$ cat src/rtl/regmb_pkg.sv
package regmb_pkg;
  localparam logic [7:0] MSG_REGACC = 8'hFF;

  typedef enum logic [1:0] {
    OP_WR  = 2'd0,
    OP_RD  = 2'd1,
    OP_RMW = 2'd2
  } op_e;
endpackage

$ cat src/rtl/regmb_decode.sv
module regmb_decode
  import regmb_pkg::*;
#(
  parameter int MAX_ITEMS = 5,
  parameter int CW        = 3
) (
  input  logic [31:0]   cmd_word,
  output logic          ok,
  output op_e           op,
  output logic [CW-1:0] cnt
);
  logic [7:0] typ, size, n;
  logic [3:0] sub;
  logic       shape_ok;

  assign typ  = cmd_word[7:0];
  assign sub  = cmd_word[15:12];
  assign size = cmd_word[23:16];

  always_comb begin
    op       = OP_WR;
    n        = '0;
    shape_ok = 1'b0;
    case (sub)
      4'd0: begin
        op       = OP_WR;
        shape_ok = ((size % 8'd3) == 8'd0);
        n        = size / 8'd3;
      end
      4'd1: begin
        op       = OP_RD;
        shape_ok = !size[0];
        n        = {1'b0, size[7:1]};
      end
      4'd2: begin
        op       = OP_RMW;
        shape_ok = (size == 8'd4);
        n        = 8'd1;
      end
      default: begin
        shape_ok = 1'b0;
      end
    endcase
  end

  assign ok  = (typ == MSG_REGACC) && shape_ok && (n != 8'd0) && (n <= 8'(MAX_ITEMS));
  assign cnt = n[CW-1:0];
endmodule

$ cat src/rtl/regmb_payload.sv
module regmb_payload
  import regmb_pkg::*;
#(
  parameter int WB_BYTES = 16,
  parameter int CW       = 3
) (
  input  logic [8*WB_BYTES-1:0] wbuf,
  input  op_e                   op,
  input  logic [CW-1:0]         cnt,
  input  logic [CW-1:0]         idx,
  output logic [15:0]           item_addr,
  output logic [7:0]            item_val,
  output logic [7:0]            item_mask
);
  function automatic logic [7:0] getb(input logic [8*WB_BYTES-1:0] v, input int i);
    if (i < WB_BYTES) return v[8*i +: 8];
    return 8'h00;
  endfunction

  int lo_i, dat_i;

  always_comb begin
    lo_i      = 2 * int'(idx);
    dat_i     = 2 * int'(cnt) + int'(idx);
    item_addr = {getb(wbuf, lo_i + 1), getb(wbuf, lo_i)};
    item_val  = (op == OP_RMW) ? getb(wbuf, 2) : getb(wbuf, dat_i);
    item_mask = getb(wbuf, 3);
  end
endmodule

$ cat src/rtl/regmb_regfile.sv
module regmb_regfile #(
  parameter int AW = 6
) (
  input  logic          clk,
  input  logic          a_we,
  input  logic [AW-1:0] a_addr,
  input  logic [7:0]    a_wdata,
  output logic [7:0]    a_rdata,
  input  logic          b_we,
  input  logic [AW-1:0] b_addr,
  input  logic [7:0]    b_wdata,
  output logic [7:0]    b_rdata
);
  localparam int DEPTH = 1 << AW;

  logic [7:0] mem [DEPTH];

  assign a_rdata = mem[a_addr];
  assign b_rdata = mem[b_addr];

  always_ff @(posedge clk) begin
    if (a_we)      mem[a_addr] <= a_wdata;
    else if (b_we) mem[b_addr] <= b_wdata;
  end
endmodule

$ cat src/rtl/regmb_cmd_engine.sv
module regmb_cmd_engine
  import regmb_pkg::*;
#(
  parameter int RF_AW     = 6,
  parameter int WB_BYTES  = 16,
  parameter int RB_BYTES  = 16,
  parameter int MAX_ITEMS = 5
) (
  input  logic                        clk,
  input  logic                        rst_n,
  input  logic                        cmd_valid,
  input  logic [31:0]                 cmd_word,
  input  logic [8*WB_BYTES-1:0]       wbuf_bytes,
  output logic                        rbuf_we,
  output logic [$clog2(RB_BYTES)-1:0] rbuf_idx,
  output logic [7:0]                  rbuf_wdata,
  input  logic [RF_AW-1:0]            rf_addr,
  input  logic                        rf_we,
  input  logic [7:0]                  rf_wdata,
  output logic [7:0]                  rf_rdata,
  output logic                        done,
  output logic                        err
);
  localparam int CW  = $clog2(MAX_ITEMS + 1);
  localparam int RBW = $clog2(RB_BYTES);

  // reset: asserted asynchronously, released on the clock
  logic [1:0] rs_q;
  logic       rst_sync_n;
  always_ff @(posedge clk or negedge rst_n) begin
    if (!rst_n) rs_q <= 2'b00;
    else        rs_q <= {rs_q[0], 1'b1};
  end
  assign rst_sync_n = rs_q[1];

  // decode of the posted command
  logic          dec_ok;
  op_e           dec_op;
  logic [CW-1:0] dec_cnt;

  regmb_decode #(.MAX_ITEMS(MAX_ITEMS), .CW(CW)) u_dec (
    .cmd_word (cmd_word),
    .ok       (dec_ok),
    .op       (dec_op),
    .cnt      (dec_cnt)
  );

  // control state
  logic          busy_q, busy_d;
  op_e           op_q, op_d;
  logic [CW-1:0] cnt_q, cnt_d, idx_q, idx_d;
  logic          done_q, done_d, err_q, err_d;
  logic          load_en;

  always_comb begin
    busy_d  = busy_q;
    op_d    = op_q;
    cnt_d   = cnt_q;
    idx_d   = idx_q;
    done_d  = 1'b0;
    err_d   = 1'b0;
    load_en = 1'b0;
    if (!busy_q) begin
      if (cmd_valid) begin
        if (dec_ok) begin
          load_en = 1'b1;
          busy_d  = 1'b1;
          op_d    = dec_op;
          cnt_d   = dec_cnt;
          idx_d   = '0;
        end else begin
          done_d = 1'b1;
          err_d  = 1'b1;
        end
      end
    end else begin
      idx_d = idx_q + 1'b1;
      if (idx_q == cnt_q - 1'b1) begin
        busy_d = 1'b0;
        done_d = 1'b1;
      end
    end
  end

  always_ff @(posedge clk or negedge rst_sync_n) begin
    if (!rst_sync_n) begin
      busy_q <= 1'b0;
      idx_q  <= '0;
      done_q <= 1'b0;
      err_q  <= 1'b0;
    end else begin
      busy_q <= busy_d;
      idx_q  <= idx_d;
      done_q <= done_d;
      err_q  <= err_d;
    end
  end

  always_ff @(posedge clk or negedge rst_sync_n) begin
    if (!rst_sync_n) begin
      op_q  <= OP_WR;
      cnt_q <= '0;
    end else if (load_en) begin
      op_q  <= op_d;
      cnt_q <= cnt_d;
    end
  end

  // item selection from the payload
  logic [15:0] item_addr;
  logic [7:0]  item_val, item_mask;

  regmb_payload #(.WB_BYTES(WB_BYTES), .CW(CW)) u_pay (
    .wbuf      (wbuf_bytes),
    .op        (op_q),
    .cnt       (cnt_q),
    .idx       (idx_q),
    .item_addr (item_addr),
    .item_val  (item_val),
    .item_mask (item_mask)
  );

  // register file access
  logic       eng_we;
  logic [7:0] eng_wdata, eng_rdata;

  assign eng_we    = busy_q && (op_q != OP_RD);
  assign eng_wdata = (op_q == OP_RMW) ? ((eng_rdata & ~item_mask) | (item_val & item_mask))
                                      : item_val;

  regmb_regfile #(.AW(RF_AW)) u_rf (
    .clk     (clk),
    .a_we    (eng_we),
    .a_addr  (item_addr[RF_AW-1:0]),
    .a_wdata (eng_wdata),
    .a_rdata (eng_rdata),
    .b_we    (rf_we && !busy_q),
    .b_addr  (rf_addr),
    .b_wdata (rf_wdata),
    .b_rdata (rf_rdata)
  );

  assign rbuf_we    = busy_q && (op_q == OP_RD);
  assign rbuf_idx   = {{(RBW-CW){1'b0}}, idx_q};
  assign rbuf_wdata = eng_rdata;
  assign done       = done_q;
  assign err        = err_q;
endmodule

$ cat config.mk
export PLATFORM = sky130hd
export DESIGN_NAME = regmb_cmd_engine
export DESIGN_NICKNAME = d
export VERILOG_FILES = /design/src/rtl/regmb_pkg.sv /design/src/rtl/regmb_decode.sv /design/src/rtl/regmb_payload.sv /design/src/rtl/regmb_regfile.sv /design/src/rtl/regmb_cmd_engine.sv
export SDC_FILE = /design/constraint.sdc
export NUM_CORES = 1
export LEC_CHECK = 0
export BUFFER_PORTS_ARGS = -buffer_cell sky130_fd_sc_hd__buf_2
export CAP_MARGIN = 20
export CORE_ASPECT_RATIO = 1.5
export CORE_MARGIN = 2
export CORE_UTILIZATION = 50
export CTS_BUF_LIST = sky130_fd_sc_hd__clkbuf_4
export CTS_CLUSTER_DIAMETER = 200
export DETAILED_ROUTE_END_ITERATION = 10
export GPL_ROUTABILITY_DRIVEN = 0
export PLACE_DENSITY = 0.73
export SLEW_MARGIN = 10
export SYNTH_ARGS = -nofsm -noshare
export SYNTH_HDL_FRONTEND = slang
export SYNTH_HIERARCHICAL = 1
export SYNTH_SLANG_ARGS = --single-unit
$ cat constraint.sdc
create_clock -name clk -period 5 [get_ports clk]
set_clock_uncertainty 0.1 [all_clocks]
set_input_delay 1 -clock clk [delete_from_list [all_inputs] [get_ports clk]]
set_output_delay 1 -clock clk [all_outputs]
set_load 0.1 [all_outputs]
==> results.cfg <==
[run_status]
status = finished with violations
violations = setup timing

[grt]
antenna_found_initial = 4
grtUsageTotal = 0.293
use_met1 = 0.310
grt_max_degree = 65
grt_pass1_wl_um = 121000
grt_util_met2 = 0.515
grt_pass1_vias = 19100
grt_overflow_total = 0
use_met3 = 0.0623
grt-busiest-layer = met2

[timing]
holdWs_ns = 0.0910
hold_viol_final = 0
slew_headroom = 0.261
worstMarginPinSlew_ns = 1.10
post-route-period-util = 1.08
setup_violations = 8
min_period_ns = 5.40
final_max_slew_viol_count = 0
setup_ws_ns = -0.403
fmax_ghz = 0.185
rsz0062_at_grt = true

[die]
pin_count = 201
chipWidth_um = 197
die_y_um = 293
fp-row-count = 106
initial_core_util = 0.503
core_region_area_um2 = 55400
dieArea_um2 = 57700

[worst_setup_path]
critPathMaxFanout = 8
required_ns = 3.90
rrSetupSlack_ns = 0.48
critPathArrivalTime_ns = 4.30
worstSetupStartpointType = flop
crit_type = flop to primary output
critPathCaptureType = primary output

[clocking]
cts-root-buf = clkbuf_4
cts_buffers = 115
htree_levels = 3
clk_pin_slew_ns = 0.08
cts_tree = done
clkLatencyLatePin_ns = 0.87
cts_buffer_depth = 3
cts_sinks = 525

[logic_synthesis]
netlist_area_um2 = 27900
avgSynthCellArea_um2 = 17.1
synth-warning-count = 6
synth_fp_nets = 1816
netlist_instances = 1631

[drt]
detail-route-antenna-nets = 0
drt_iter0_drc = 2004
drt_wl_total_um = 83400
drcViolationCount = 0
routedWlPerCell_um = 30.2
vias_per_cell = 6.61
dr.pass1.iters = 6
vias = 18300

[place]
dp_hpwl_um = 59000
io_buffers = 187

[power]
max-vdd-ir-drop_mv = 0.155
leakagePower_nw = 11.4
power_density_nw_per_um2 = 293

[min_path]
hp-class = flop to asynchronous set/reset pin

[final_layout]
final_nets = 2159
drive_above_1_share = 0.451
area_delta_synth_final_pct = 16.6
finish.utilization = 0.587

[flow_run]
maxCapViolCount = 0
==> state kept, by name, summed over array words and instances (netlist names) <==
name	count
busy_q	1
cnt_q	3
err	1
u_rf/mem	512
op_q	2
rs_q	2
done	1
idx_q	3
==> timing repair <==
| action | 4_1_cts | 5_1_grt |
|---|---|---|
| hold endpoints to repair | 2 | 0 |
| buffers inserted | 9 | 4 |
| hold buffers | 1 | 0 |
| gates cloned | 3 | 0 |
| endpoints found under the setup margin | 8 | 8 |
| pin swaps | 6 | 3 |
| gates resized for setup | 43 | 13 |
==> per-stage QoR <==
stage	area, um2	instances	setup slack, ns	total power, mW	setup TNS (ns)
CTS	32400	2757	-0.430	9.58	-2.92
finish	32500	2762	-0.403	9.54	-2.70
global placement	30700	2542	-0.158	6.30	-0.645
floorplan	28000	1631	0.000274	5.82	0
global route	32500	2762	-0.447	9.87	-3.12
detailed placement	30700	2543	-0.205	6.33	-0.921
==> path summary, 6_finish.rpt <==
kind / start / cells past startpoint / endpoint
worst max-delay path: idx_q[0] / 9 / rbuf_wdata[3]
min in group clk: rs_q[0] / 0 / rs_q[1]
worst min-delay path: rs_q[1] / 0 / done
max in group asynchronous: rs_q[1] / 0 / idx_q[0]
worst min register to register: rs_q[1] / 0 / done
worst max register to register: idx_q[0] / 13 / u_rf/mem[43][1]
==> layout make-up <==
| class | instances | area, um2 |
|---|---|---|
| tap | 702 | 878 |
| multi-input combinational | 947 | 11500 |
| timing repair buffer | 368 | 2890 |
| inverter | 17 | 63.8 |
| sequential | 525 | 15700 |
| clock buffer | 161 | 1210 |
| clock inverter | 41 | 240 |
| fill | 4074 | 22900 |
| antenna | 1 | 2.50 |
==> power breakdown <==
group,internal (mW),leakage (nW),total (mW),switching (mW)
Sequential,4.88,4.77,4.89,0.0109
Combinational,0.570,5.75,1.41,0.837
Clock,1.64,0.867,3.24,1.61
==> critical path, stage by stage (launching register included) <==
cell and delay, ns:
dfrtp_4 0.52, mux4_2 0.61, mux2_8 0.43, buf_12 0.19, mux4_2 0.45, mux4_2 0.60
o21ai_2 0.18, buf_6 0.14, o22ai_4 0.08, buf_12 0.19
==> placed cells by master, fill, tap and decap left out, drive strengths merged, types with 21 or more instances in the layout <==
master / count
inv: 21
clkbuf: 162
o21ai: 35
mux4: 309
clkinv: 34
mux2i: 87
mux2: 32
edfxtp: 512
nor3: 30
nor2: 98
buf: 365
a21oi: 23
nand2: 88
==> per-layer routing <==
metal	wire, um	share of wire	vias up
li1	-	-	7598
met1	26000	0.31	9211
met2	43300	0.52	1173
met3	7580	0.091	279
met4	6370	0.076	6
met5	30	0.00036	-
Note: power is estimated with default switching activity, not from simulation.
